===== src/rtl/pause_rx_pkg.sv =====
package pause_rx_pkg;

    localparam int BYTE_W     = 8;
    localparam int ADDR_BYTES = 6;
    localparam int ADDR_W     = ADDR_BYTES * BYTE_W;
    localparam int QUANTA_W   = 16;

    // Frame layout, byte offsets counted from the start-of-frame byte
    localparam int TYPE_OFS = 12;
    localparam int TIME_OFS = 16;
    localparam int HDR_END  = 18;

    localparam logic [ADDR_W-1:0] PAUSE_MC_ADDR = 48'h0180_C200_0001;
    localparam logic [15:0]       MAC_CTRL_TYPE = 16'h8808;
    localparam logic [15:0]       PAUSE_OPCODE  = 16'h0001;
    localparam logic [31:0]       HDR_PATTERN   = {MAC_CTRL_TYPE, PAUSE_OPCODE};

    typedef enum logic [1:0] {
        HS_IDLE    = 2'd0,
        HS_PENDING = 2'd1,
        HS_PAUSED  = 2'd2
    } hold_state_e;

    typedef struct packed {
        logic                valid;
        logic [QUANTA_W-1:0] quanta;
    } pause_req_t;

    // Compare one of the four type/opcode bytes against the expected pattern
    function automatic logic hdr_byte_match(input logic [BYTE_W-1:0] d,
                                            input logic [1:0]        pos);
        logic [BYTE_W-1:0] want;
        want = HDR_PATTERN[BYTE_W*(3-int'(pos)) +: BYTE_W];
        return d == want;
    endfunction

endpackage


===== src/rtl/pause_da_match.sv =====
module pause_da_match
    import pause_rx_pkg::*;
#(
    parameter int IDX_W = 7
) (
    input  logic                 clk,
    input  logic                 rst,
    input  logic                 byte_en,
    input  logic                 first,
    input  logic [IDX_W-1:0]     idx,
    input  logic [BYTE_W-1:0]    data,
    input  logic [ADDR_W-1:0]    station,
    output logic                 mc_hit,
    output logic                 st_hit
);

    logic [ADDR_BYTES-1:0] mc_eq;
    logic [ADDR_BYTES-1:0] st_eq;

    for (genvar g = 0; g < ADDR_BYTES; g++) begin : g_addr_byte
        localparam int SH = BYTE_W * (ADDR_BYTES - 1 - g);
        assign mc_eq[g] = (data == PAUSE_MC_ADDR[SH +: BYTE_W]);
        assign st_eq[g] = (data == station[SH +: BYTE_W]);
    end

    logic in_da;
    logic mc_sel;
    logic st_sel;

    always_comb begin
        in_da  = 1'b0;
        mc_sel = 1'b0;
        st_sel = 1'b0;
        for (int k = 0; k < ADDR_BYTES; k++) begin
            if (idx == IDX_W'(k)) begin
                in_da  = 1'b1;
                mc_sel = mc_eq[k];
                st_sel = st_eq[k];
            end
        end
    end

    logic mc_q;
    logic st_q;

    always_ff @(posedge clk) begin
        if (rst) begin
            mc_q <= 1'b0;
            st_q <= 1'b0;
        end else if (byte_en && (first || in_da)) begin
            mc_q <= (first ? 1'b1 : mc_q) & mc_sel;
            st_q <= (first ? 1'b1 : st_q) & st_sel;
        end
    end

    assign mc_hit = mc_q;
    assign st_hit = st_q;

endmodule


===== src/rtl/pause_frame_parser.sv =====
module pause_frame_parser
    import pause_rx_pkg::*;
#(
    parameter int MIN_FRAME_BYTES = 64
) (
    input  logic               clk,
    input  logic               rst,
    input  logic               rx_valid,
    input  logic [BYTE_W-1:0]  rx_data,
    input  logic               rx_sof,
    input  logic               rx_eof,
    input  logic               rx_good,
    input  logic [ADDR_W-1:0]  station,
    input  logic               fc_en,
    output pause_req_t         req_o
);

    localparam int LEN_FLOOR = (MIN_FRAME_BYTES > HDR_END) ? MIN_FRAME_BYTES : HDR_END;
    localparam int IDX_W     = $clog2(LEN_FLOOR + 1);

    localparam logic [IDX_W-1:0] IX_TYPE = IDX_W'(TYPE_OFS);
    localparam logic [IDX_W-1:0] IX_TIME = IDX_W'(TIME_OFS);
    localparam logic [IDX_W-1:0] IX_TLO  = IDX_W'(TIME_OFS + 1);
    localparam logic [IDX_W-1:0] IX_LAST = IDX_W'(LEN_FLOOR - 1);
    localparam logic [IDX_W-1:0] IX_SAT  = IDX_W'(LEN_FLOOR);

    logic                in_frame_q;
    logic [IDX_W-1:0]    idx_q;
    logic                hdr_ok_q;
    logic [QUANTA_W-1:0] time_q;

    logic             byte_take;
    logic [IDX_W-1:0] cur_idx;

    assign byte_take = rx_valid && (rx_sof || in_frame_q);
    assign cur_idx   = rx_sof ? '0 : idx_q;

    logic mc_hit;
    logic st_hit;

    pause_da_match #(.IDX_W(IDX_W)) u_da (
        .clk     (clk),
        .rst     (rst),
        .byte_en (byte_take),
        .first   (rx_sof),
        .idx     (cur_idx),
        .data    (rx_data),
        .station (station),
        .mc_hit  (mc_hit),
        .st_hit  (st_hit)
    );

    logic                in_hdr;
    logic [1:0]          hdr_pos;
    logic                hdr_ok_d;
    logic [QUANTA_W-1:0] time_now;
    logic                len_ok;
    pause_req_t          req_d;

    always_comb begin
        in_hdr   = (cur_idx >= IX_TYPE) && (cur_idx < IX_TIME);
        hdr_pos  = 2'(cur_idx - IX_TYPE);
        hdr_ok_d = rx_sof ? 1'b1 : hdr_ok_q;
        if (in_hdr) begin
            hdr_ok_d = hdr_ok_d & hdr_byte_match(rx_data, hdr_pos);
        end
        // The low pause-time byte may be the closing byte when the floor is 18
        time_now = (cur_idx == IX_TLO) ? {time_q[QUANTA_W-1:BYTE_W], rx_data} : time_q;
        len_ok   = (cur_idx >= IX_LAST);
        req_d.valid  = byte_take && rx_eof && rx_good && fc_en && len_ok
                       && hdr_ok_q && (mc_hit || st_hit);
        req_d.quanta = time_now;
    end

    always_ff @(posedge clk) begin
        if (rst) begin
            in_frame_q <= 1'b0;
            idx_q      <= '0;
            hdr_ok_q   <= 1'b0;
            time_q     <= '0;
            req_o      <= '0;
        end else begin
            req_o <= req_d;
            if (byte_take) begin
                in_frame_q <= !rx_eof;
                idx_q      <= (cur_idx == IX_SAT) ? cur_idx : cur_idx + 1'b1;
                hdr_ok_q   <= hdr_ok_d;
                if (cur_idx == IX_TIME) time_q[QUANTA_W-1:BYTE_W] <= rx_data;
                if (cur_idx == IX_TLO)  time_q[BYTE_W-1:0]        <= rx_data;
            end
        end
    end

endmodule


===== src/rtl/pause_quantum_prescaler.sv =====
module pause_quantum_prescaler #(
    parameter int BITS_PER_QUANTUM = 512
) (
    input  logic clk,
    input  logic rst,
    input  logic run,
    input  logic restart,
    input  logic bit_tick,
    output logic quantum_stb
);

    localparam int PRE_W = (BITS_PER_QUANTUM > 1) ? $clog2(BITS_PER_QUANTUM) : 1;
    localparam logic [PRE_W-1:0] PRE_LAST = PRE_W'(BITS_PER_QUANTUM - 1);

    logic [PRE_W-1:0] pre_q;

    assign quantum_stb = run && !restart && bit_tick && (pre_q == PRE_LAST);

    always_ff @(posedge clk) begin
        if (rst || !run || restart) begin
            pre_q <= '0;
        end else if (bit_tick) begin
            pre_q <= (pre_q == PRE_LAST) ? '0 : pre_q + 1'b1;
        end
    end

endmodule


===== src/rtl/pause_hold_engine.sv =====
module pause_hold_engine
    import pause_rx_pkg::*;
(
    input  logic       clk,
    input  logic       rst,
    input  pause_req_t req_i,
    input  logic       fc_en,
    input  logic       tx_busy,
    input  logic       quantum_stb,
    output logic       load_o,
    output logic       pending_o,
    output logic       hold_o
);

    hold_state_e         state_q, state_d;
    logic [QUANTA_W-1:0] cnt_q, cnt_d;
    logic [QUANTA_W-1:0] pend_q, pend_d;

    always_comb begin
        state_d = state_q;
        cnt_d   = cnt_q;
        pend_d  = pend_q;
        load_o  = 1'b0;
        if (!fc_en) begin
            state_d = HS_IDLE;
            cnt_d   = '0;
        end else if (req_i.valid) begin
            if (req_i.quanta == '0) begin
                state_d = HS_IDLE;
                cnt_d   = '0;
            end else if (state_q == HS_PAUSED || !tx_busy) begin
                state_d = HS_PAUSED;
                cnt_d   = req_i.quanta;
                load_o  = 1'b1;
            end else begin
                state_d = HS_PENDING;
                pend_d  = req_i.quanta;
            end
        end else begin
            unique case (state_q)
                HS_PENDING: begin
                    if (!tx_busy) begin
                        state_d = HS_PAUSED;
                        cnt_d   = pend_q;
                        load_o  = 1'b1;
                    end
                end
                HS_PAUSED: begin
                    if (quantum_stb) begin
                        if (cnt_q <= 1) begin
                            state_d = HS_IDLE;
                            cnt_d   = '0;
                        end else begin
                            cnt_d = cnt_q - 1'b1;
                        end
                    end
                end
                default: ;
            endcase
        end
    end

    always_ff @(posedge clk) begin
        if (rst) begin
            state_q <= HS_IDLE;
            cnt_q   <= '0;
            pend_q  <= '0;
        end else begin
            state_q <= state_d;
            cnt_q   <= cnt_d;
            pend_q  <= pend_d;
        end
    end

    assign hold_o    = (state_q == HS_PAUSED);
    assign pending_o = (state_q == HS_PENDING);

endmodule


===== src/rtl/pause_rx_responder.sv =====
module pause_rx_responder
    import pause_rx_pkg::*;
#(
    parameter int MIN_FRAME_BYTES  = 64,
    parameter int BITS_PER_QUANTUM = 512
) (
    input  logic               clk,
    input  logic               rst,
    input  logic               rx_valid,
    input  logic [BYTE_W-1:0]  rx_data,
    input  logic               rx_sof,
    input  logic               rx_eof,
    input  logic               rx_good,
    input  logic [ADDR_W-1:0]  station_addr,
    input  logic               fc_rx_en,
    input  logic               tx_busy,
    input  logic               bit_tick,
    output logic               tx_hold
);

    pause_req_t req;
    logic       load;
    logic       pending;
    logic       quantum_stb;

    pause_frame_parser #(.MIN_FRAME_BYTES(MIN_FRAME_BYTES)) u_parser (
        .clk      (clk),
        .rst      (rst),
        .rx_valid (rx_valid),
        .rx_data  (rx_data),
        .rx_sof   (rx_sof),
        .rx_eof   (rx_eof),
        .rx_good  (rx_good),
        .station  (station_addr),
        .fc_en    (fc_rx_en),
        .req_o    (req)
    );

    pause_quantum_prescaler #(.BITS_PER_QUANTUM(BITS_PER_QUANTUM)) u_pre (
        .clk         (clk),
        .rst         (rst),
        .run         (tx_hold),
        .restart     (load),
        .bit_tick    (bit_tick),
        .quantum_stb (quantum_stb)
    );

    pause_hold_engine u_engine (
        .clk         (clk),
        .rst         (rst),
        .req_i       (req),
        .fc_en       (fc_rx_en),
        .tx_busy     (tx_busy),
        .quantum_stb (quantum_stb),
        .load_o      (load),
        .pending_o   (pending),
        .hold_o      (tx_hold)
    );

endmodule


===== config.mk =====
export PLATFORM = sky130hd
export DESIGN_NAME = pause_rx_responder
export DESIGN_NICKNAME = d
export VERILOG_FILES = /design/src/rtl/pause_rx_pkg.sv /design/src/rtl/pause_da_match.sv /design/src/rtl/pause_frame_parser.sv /design/src/rtl/pause_quantum_prescaler.sv /design/src/rtl/pause_hold_engine.sv /design/src/rtl/pause_rx_responder.sv
export SDC_FILE = /design/constraint.sdc
export NUM_CORES = 1
export LEC_CHECK = 0
export BUFFER_PORTS_ARGS = -buffer_cell sky130_fd_sc_hd__buf_2
export CAP_MARGIN = 10
export CORE_ASPECT_RATIO = 1.4
export CORE_MARGIN = 2
export CORE_UTILIZATION = 25
export DETAILED_ROUTE_END_ITERATION = 10
export SYNTH_ARGS = -nofsm -noshare
export SYNTH_HDL_FRONTEND = slang
export SYNTH_SLANG_ARGS = --single-unit

===== constraint.sdc =====
create_clock -name clk -period 3.1 [get_ports clk]
set_input_delay 0 -clock clk [delete_from_list [all_inputs] [get_ports clk]]
set_output_delay 0 -clock clk [all_outputs]
set_load 0.01 [all_outputs]

==> run metrics, run 1 <==
status=finished, final reports clean; top cells by count, synth=87 x dfxtp_1, 67 x nor2_1, 52 x nand2_1, 35 x xnor2_1, 34 x mux2i_1; post_cts resized=0; die area=between 20,000 and 25,000 um2; Finish-stage setup viols=0; total grt overflow=0; CTS Root Buffer Type=clkbuf_16; most frequent cell after synthesis=dfxtp_1; Synth Area in Simple Gates=0.233; effective utilization at floorplan=0.253; post-layout net count=around 700; vias per cell=roughly 4.7; Max IR drop VDD=between 0.2 and 0.3 mV; WL/cell=13.6 um; Clock Tree Buf Depth=2; Crit path buffers/inverters=1; max cap viols=0; Arrival @ worst endpoint=about 2700 ps; clock power share=0.442; ranking of synthesized cells by area=dfxtp_1 36%, mux2i_1 7.1%, xnor2_1 6.4%, nor2_1 5.2%, xor2_1 4.2%; Netlist cell types=between 60 and 70; synthesis-to-finish area growth=17.4%; Slew HR=0.280; final instance area=between 5000 and 6000 um2; syn avg cell area=approximately 8.4 um2; slowest stage delay, CP=~340 ps; Worst Skew=approximately 6.8 ps; Synth Area in Adders=0.0208; fill count=about 2,100; via count=approximately 4,200; Clock Latency Late Sink=340 ps; synthesis-stage register bit count=87; CP max FO=16; initial antenna violation count=0; area fraction of the dominant cell type after synthesis=0.361; slowest CP cell=a311oi_2; net count after synthesis=650; post-synthesis compound-gate area fraction=0.163; PortBufs=65; Ports=66; Startpoint Class=register; CTS H-Tree Depth=3; first-pass GRT wire length=19,300 um; crit path cell chain=ha_1 > nand2_1 > nor2_1 > and3_1 > ha_1 > a311oi_2 > a41oi_2 > buf_4 > and2_2 > a32o_1; Clock transition at path regs=around 60 ps; Fmax achieved=~410 MHz; pins over their slew limit=0; Synth Warn #=0; sequential-to-total area share from yosys stat=0.361; Area after DPL=5340 um2; CTS tree=done; antenna viol nets, final=0; Synth Area in XOR/XNOR=0.105; synthesized area=about 4800 um2; final HPWL from detailed placement=8890 um; HP Class=input port to register; Final Cycle Share=0.789; post-synthesis cell count=just under 600; CTS buffer count=9; share of cells above drive strength 1=0.167; fin crit period=2450 ps; Antenna Cells=0; area leader, netlist=dfxtp_1; combinational power share=0.085; sw frac=0.231; sequential share of power=0.473; EDFF count, synth=0; post-layout util=0.297; RSZ-0062 raised after global routing=false; chip width=about 120 um; Crit path max-delay family=compound AO/OA/AOI/OAI gates; setup TNS=0 ps; CP dominant cell by count=ha_1; Least-Margin Pin Slew=between 1000 and 1500 ps; crit path capture type=register; Leak Pwr=about 2.1 nW; core box area=approximately 19,000 um2; Psw=0.549 mW; Top FF cell, synth=dfxtp_1; Final Hold Viols=0; Setup CP Type=register to register; fraction of registers with async set/reset=0; Row Count=60; CP required=about 3300 ps; power density of the placed cells=around 420 nW/um2; DRT Pass-1 Iters=4; DRC violations left=0; vias in the first global route=4,056; CTS Sinks=87; P_int=between 1.5 and 2 mW; main combinational cell family by area after synthesis=simple AND/OR/NAND/NOR gates; largest net degree at the start of global routing=62; GPL Wtd Cong=between 0.7 and 0.8; gr usage total=0.116; final wirelength=between 10,000 and 15,000 um; mux share of post-synthesis cell area=0.0729; Die Span Y=around 170 um; DRT iter0 DRCs=about 180
final timing paths:
kind,depth (start not counted),to,start,slack (ps)
worst max register to register,10,u_engine.cnt_q[11]$_SDFFE_PP0P_,u_pre.pre_q[0]$_SDFFE_PP0P_,650
worst min register to register,2,u_parser.time_q[0]$_SDFFE_PP0P_,u_parser.time_q[0]$_SDFFE_PP0P_,460
worst max-delay path,10,u_engine.cnt_q[11]$_SDFFE_PP0P_,u_pre.pre_q[0]$_SDFFE_PP0P_,650
worst min-delay path,3,u_pre.pre_q[1]$_SDFFE_PP0P_,bit_tick,50
power by group through the flow:
stage	Clock (mW)	Sequential [mW]	Combinational, mW
2_1_floorplan	0	1.15	0.125
3_3_place_gp	0	1.15	0.200
3_5_place_dp	0	1.15	0.203
4_1_cts	1.08	1.13	0.207
5_1_grt	1.12	1.13	0.225
6_report	1.05	1.13	0.203
worst min-delay path, delay by kind of cell:
family | cells | cell delay, ps
buffers and inverters | 1 | 170
AO/OA/AOI/OAI | 1 | 60
AND/OR/NAND/NOR | 1 | 110
registers in the layout, indices dropped and copies added, names as in the netlist:
name                  cells
u_engine.state_q          2
u_parser.u_da.st_hit      1
u_parser.req_o           17
u_parser.idx_q            7
u_parser.in_frame_q       1
u_parser.u_da.mc_hit      1
u_engine.pend_q          16
u_pre.pre_q               9
u_parser.hdr_ok_q         1
u_engine.cnt_q           16
u_parser.time_q          16
routing by layer:
metal  global-route usage  routed length, um  part of all wire  vias to the layer above
met5                    0                  0                 0                        -
met4               0.0440                215             0.018                        0
met3               0.0136                320             0.027                       13
met2                0.218               6270              0.53                       78
met1                0.132               5080              0.43                     1927
li1                     -                  -                 -                     2145
layout make-up:
class | count | area [um2] | share of cell area
well taps | 248 | 310 | 0.0548
repair buffers | 76 | 415 | 0.0734
clock buffers | 9 | 225 | 0.0398
flip-flops and latches | 87 | 1740 | 0.308
multi-input cells | 442 | 2870 | 0.507
clock inverters | 6 | 62.6 | 0.0111
inverters | 9 | 33.8 | 0.00597
metrics by stage:
step / setup WS (ps) / hold WS (ps) / power, mW / cells
after floorplan: 894 / 95.6 / 1.28 / 577
after global placement: 686 / 201 / 1.35 / 859
after detailed placement: 652 / 209 / 1.35 / 859
after CTS: 634 / 28.4 / 2.41 / 877
after global routing: 491 / 58.6 / 2.47 / 877
final: 653 / 47.8 / 2.38 / 877
cell usage in the layout (no fill, tap or decap), drive strengths merged, types with 10 or more instances in the layout:
cell	synthesis	routed
buf	8	73
a21oi	33	33
nor2b	10	10
nor4	13	13
nor2	68	68
xor2	23	23
a32o	14	14
dfxtp	87	87
o21ai	34	34
and3	15	15
nand4	15	15
nand3	10	10
nor3	13	13
mux2i	34	34
nand2	52	52
xnor2	35	35
cells by family (layout without fill, tap and decap cells):
group	count (synthesis)	count (layout)
simple gates	225	225
compound gates	116	116
flops	87	87
xor+xnor	58	58
buf+inv	48	100
mux	35	35
fa+ha+maj	8	8
repair_timing:
action                                 4_1_cts  5_1_grt
setup buffers                                0        0
endpoints found under the hold margin        4        0
hold buffers                                 3        0
Note: power is estimated with default switching activity, not from simulation.
==> inputs of run 2 (changes only) <==
- ABC_AREA: default -> 1
- clock period: 3.1 -> 2.1 ns (I/O delays scaled with it)
==> run metrics, run 2 <==
status=finished, final reports clean; top cells by count, synth=162 x nand2_1, 100 x nor2_1, 87 x dfxtp_1, 74 x inv_1, 67 x a21oi_1; GRT Max-Usage Layer=met2; Reg2Reg Depth=13; synthesis-to-finish area growth=21.1%; Biggest register=u_parser.req_o; CTS Root Buffer Type=clkbuf_16; fraction of registers with async set/reset=0; most frequent cells in the layout=161 x nand2_1, 99 x nor2_1, 85 x dfxtp_1; Clock Latency Late Sink=between 300 and 400 ps; ranking of synthesized cells by area=dfxtp_1 35%, nand2_1 12%, nor2_1 7.5%, xnor2_1 7.1%, a21oi_1 6.7%; first-pass GRT wire length=between 20,000 and 25,000 um; Finish-stage setup viols=0; sequential-to-total area share from yosys stat=0.347; vias in the first global route=between 4,000 and 5,000; syn avg cell area=6.80 um2; Hold Crit Depth=4; post-synthesis cell count=roughly 740; Startpoint Class=register; fin cells=1,063; initial antenna violation count=0; effective utilization at floorplan=0.254; core box area=around 20,000 um2; Clock transition at path regs=about 60 ps; Final Cycle Share=0.913; pins over their slew limit=0; DRT Pass-1 Iters=5; Global Route met3 Usage=0.0239; CTS Sinks=87; Leak Pwr=~2.5 nW; Fmax achieved=around 520 MHz; worst slack at placement=141 ps; net count after synthesis=between 800 and 900; via count=around 4,700; synthesized area=5020 um2; Worst Skew=12.0 ps; Arrival @ worst endpoint=about 2200 ps; CP max FO=4; total grt overflow=0; CTS H-Tree Depth=3; most common cell after layout, fill and taps aside=nand2_1; PortBufs=65; setup ws final=roughly 180 ps; Row Count=61; crit path capture type=register; Antenna Cells=0; Ports=66; WL/cell=roughly 12 um; Setup CP Type=register to register; Synth Warn #=0; Clock Tree Buf Depth=2; Least-Margin Pin Slew=approximately 480 ps; DRC violations left=0; post-layout net count=slightly below 900; vias per cell=around 4.4; Die Span Y=about 170 um; Max IR drop VDD=between 0.3 and 0.4 mV; antenna viol nets, final=0; area fraction of the dominant cell type after synthesis=0.347; die area=approximately 21,000 um2; area leader, netlist=dfxtp_1; HP Class=input port to register; DRT iter0 DRCs=about 200; final wirelength=12,600 um; synthesis-stage register bit count=slightly below 90; CP required=roughly 2400 ps; CTS buffer count=9; met1 Usage GRT=0.139; GPL Wtd Cong=0.839; chip width=124 um; fin crit period=about 1900 ps; CP Launch Point=u_parser.idx_q[0]$_SDFFE_PP0P_; most frequent cell after synthesis=nand2_1; power density of the placed cells=between 600 and 700 nW/um2; largest net degree at the start of global routing=32; CTS tree=done; share of cells above drive strength 1=0.145; Inst Count DP=~1,000; worst reg2reg startpoint=u_parser.idx_q[0]$_SDFFE_PP0P_; Top FF cell, synth=dfxtp_1; flip-flop count of the largest register after layout=17; final HPWL from detailed placement=9530 um; Final Hold Viols=0; met2 GRT Util=0.224; EDFF count, synth=0; hold path start=tx_busy; max cap viols=0; Slew HR=0.681; gr usage total=0.122; Netlist cell types=38
## run 2: changes by cell type after synthesis, sizes merged, moves of 14 or more
cell / delta
mux2i: -34
inv: +69
nand3: +19
o21ai: +14
a21oi: +34
a32o: -14
nand2: +112
clkbuf: -23
and3: -15
nor2: +35
## run 2: path summary, 6_finish.rpt
kind                                                    endpoint  slack (ps)
worst max-delay path              u_parser.idx_q[5]$_SDFFE_PP0P_         180
worst min-delay path            u_engine.state_q[1]$_SDFFE_PP0P_          60
worst max register to register    u_parser.idx_q[5]$_SDFFE_PP0P_         180
worst min register to register     u_parser.req_o[13]$_SDFF_PP0_         420
## run 2: cells by family (layout without fill, tap and decap cells)
family / Yosys count / count (layout) / share of synthesized area
and+or+nand+nor: 332 / 332 / 0.278
adders and majority gates: 8 / 8 / 0.0199
buffers and inverters: 108 / 180 / 0.0899
DFF: 87 / 87 / 0.347
AOI/OAI and AO/OA: 140 / 140 / 0.154
xor gates and xnor gates: 64 / 64 / 0.112
## run 2: timing repair
item / in CTS / in global routing
endpoints found under the setup margin: 0 / 20
hold endpoints to repair: 4 / 0
hold buffers: 4 / 0
buffers inserted: 0 / 1
gates resized for setup: 0 / 14
## run 2: layout make-up
type	count	area, um2
Sequential cell	87	1750
Fill cell	2145	13700
Inverter	79	300
Clock buffer	11	253
Tap cell	252	315
Timing Repair inverter	1	7.51
Multi-Input combinational cell	544	2860
Timing Repair Buffer	84	526
Clock inverter	5	80.1
## run 2: power breakdown
part           switching [mW]  leakage [nW]  internal [mW]
Clock                   0.652         0.158           1.10
Sequential            0.00394         0.703           1.66
Combinational           0.198          1.67          0.148
## run 2: worst max-delay path, cell delays in order (launching register included)
cell	delay (ps)
dfxtp_1	310
inv_1	60
nor2_1	200
inv_1	100
ha_1	240
inv_1	110
nor2_1	70
inv_1	120
nor3_1	60
nor2_1	160
inv_1	100
a21oi_1	100
o21ai_0	90
a21oi_1	120
## run 2: per-layer routing
| layer | part of all wire | routed length [um] |
|---|---|---|
| met1 | 0.43 | 5480 |
| met3 | 0.037 | 471 |
| met4 | 0.015 | 189 |
| met5 | 0 | 0 |
| met2 | 0.51 | 6480 |
## run 2: per-stage QoR
stage	TNS [ps]	area [um2]	utilization	total power, mW	hold slack (ps)
after floorplan	0	5020	-	1.92	90.0
after global placement	0	5600	0.283	2.04	202
after detailed placement	0	5600	0.283	2.05	210
after CTS	0	5970	0.302	3.81	59.0
after global routing	-0.798	6090	0.308	3.91	87.0
final	0	6090	0.308	3.76	59.1
==> inputs of run 3 (changes only) <==
- ABC_AREA: 1 -> default
==> run metrics, run 3 (same netlist as run 1, synthesis figures left out) <==
chip width=between 100 and 150 um; initial antenna violation count=0; failing checks=negative setup slack; antenna viol nets, final=0; Max IR drop VDD=between 0.4 and 0.5 mV; crit path cell chain=ha_4 > nand2_4 > nor2_4 > and3_4 > ha_4 > a311oi_4 > a41oi_4 > clkbuf_16 > and2_4 > a32o_2; CTS Root Buffer Type=clkbuf_16; synthesis-to-finish area growth=27.4%; Final Cycle Share=1.01; total grt overflow=0; Worst Skew=approximately 8 ps; gr usage total=0.125; most frequent cells in the layout=82 x dfxtp_1, 65 x nor2_1, 65 x buf_2; P_int=approximately 2.7 mW; GPL Wtd Cong=roughly 0.83; Setup CP Type=register to register; Die Span Y=about 170 um; Tot Pwr=roughly 3.6 mW; Psw=about 0.84 mW; final wirelength=12,700 um; sw frac=0.236; share of cells above drive strength 1=0.238; Fmax achieved=474 MHz; Final Hold Viols=0; Clock Latency Late Sink=about 340 ps; largest net degree at the start of global routing=59; CTS Sinks=a little under 90; sequential share of power=0.465; Startpoint Class=register; CP required=roughly 2300 ps; post-layout net count=around 740; status=complete, but fails checks; slowest CP cell=a311oi_4; Clock Tree Buf Depth=2; CTS H-Tree Depth=3; RSZ-0062 raised after global routing=true; slowest stage delay, CP=about 340 ps; register area=1750 um2; combinational power share=0.088; via count=4,357; Leak Pwr=2.39 nW; Arrival @ worst endpoint=roughly 2300 ps; power density of the placed cells=583 nW/um2; first-pass GRT wire length=20,700 um; max cap viols=0; DRT iter0 DRCs=150; die area=just over 20,000 um2; CP dominant cell by count=ha_4; Clock transition at path regs=70 ps; DRC violations left=0; pins over their slew limit=0; flip-flop count of the largest register after layout=17; PortBufs=65; crit path capture type=register; fill count=between 2,000 and 2,500; Least-Margin Pin Slew=roughly 590 ps; Antenna Cells=0; setup ws final=-11.4 ps; Ports=66; core box area=19,100 um2; effective utilization at floorplan=0.253; most common cell after layout, fill and taps aside=dfxtp_1; vias in the first global route=roughly 4,300; CTS buffer count=9; Biggest register=u_parser.req_o; DRT Pass-1 Iters=5; CP max FO=7; HP Class=input port to register; fin crit period=between 2000 and 2500 ps; Slew HR=0.603; Crit path max-delay family=compound AO/OA/AOI/OAI gates; Finish-stage setup viols=1; clock power share=0.448; area of the multi-input gates=between 2000 and 3000 um2; CTS tree=done; Row Count=60; Crit path buffers/inverters=1; hold_ws=roughly 32 ps; vias per cell=around 4.7; WL/cell=~14 um; final HPWL from detailed placement=between 9000 and 10,000 um
## run 3: cell type report
type	count	area share
clock buffers	10	0.0373
repair buffers	118	0.127
flip-flops and latches	87	0.285
multi-input cells	443	0.484
clock inverters	6	0.0112
inverters	9	0.00550
well taps	248	0.0505
## run 3: what timing repair did
action,CTS,global route
pin swaps,1,4
endpoints found under the setup margin,30,24
buffers inserted,1,4
hold buffers,3,0
resized for setup,2,15
endpoints found under the hold margin,4,0
cloned,0,3
## run 3: path summary, 6_finish.rpt
check / cells past startpoint / slack [ps] / from / endpoint
hold reg to reg: 2 / 450 / u_parser.time_q[6]$_SDFFE_PP0P_ / u_parser.time_q[6]$_SDFFE_PP0P_
setup reg to reg: 10 / -10 / u_pre.pre_q[1]$_SDFFE_PP0P_ / u_engine.cnt_q[14]$_SDFFE_PP0P_
setup / recovery: 10 / -10 / u_pre.pre_q[1]$_SDFFE_PP0P_ / u_engine.cnt_q[14]$_SDFFE_PP0P_
hold / removal: 4 / 30 / rx_good / u_parser.req_o[16]$_SDFF_PP0_
## run 3: per-layer routing
layer	global-route usage	wire length, um	up-vias	share of wire
met2	0.240	6720	114	0.53
met4	0.0465	346	0	0.027
li1	-	-	2235	-
met3	0.0146	413	21	0.032
met5	0	0	-	0
met1	0.138	5240	1987	0.41
## run 3: per-stage QoR
| step | util | setup WS [ps] | cells | area, um2 | setup TNS [ps] |
|---|---|---|---|---|---|
| detailed placement | 0.296 | -82.4 | 894 | 5650 | -1590 |
| global route | 0.322 | -82.6 | 921 | 6140 | -933 |
| finish | 0.322 | -11.4 | 921 | 6140 | -11.4 |
| CTS | 0.315 | -27.4 | 914 | 6000 | -188 |
| global placement | 0.296 | -57.2 | 894 | 5650 | -1270 |
| floorplan | - | 25.8 | 577 | 4850 | 0 |
## run 3: worst register-to-register path, cell delays in order, from the launching register on
cell,delay (ps)
dfxtp_2,330
ha_4,170
nand2_4,70
nor2_4,40
and3_4,180
ha_4,160
a311oi_4,340
a41oi_4,110
clkbuf_16,210
and2_4,170
a32o_2,230
## run 3: power by group through the flow
| stage | clock, mW | sequential (mW) | combinational [mW] |
|---|---|---|---|
| after CTS | 1.64 | 1.66 | 0.319 |
| after global routing | 1.71 | 1.66 | 0.349 |
| after global placement | 0 | 1.70 | 0.310 |
| final | 1.60 | 1.66 | 0.314 |
| after floorplan | 0 | 1.70 | 0.185 |
| after detailed placement | 0 | 1.70 | 0.312 |
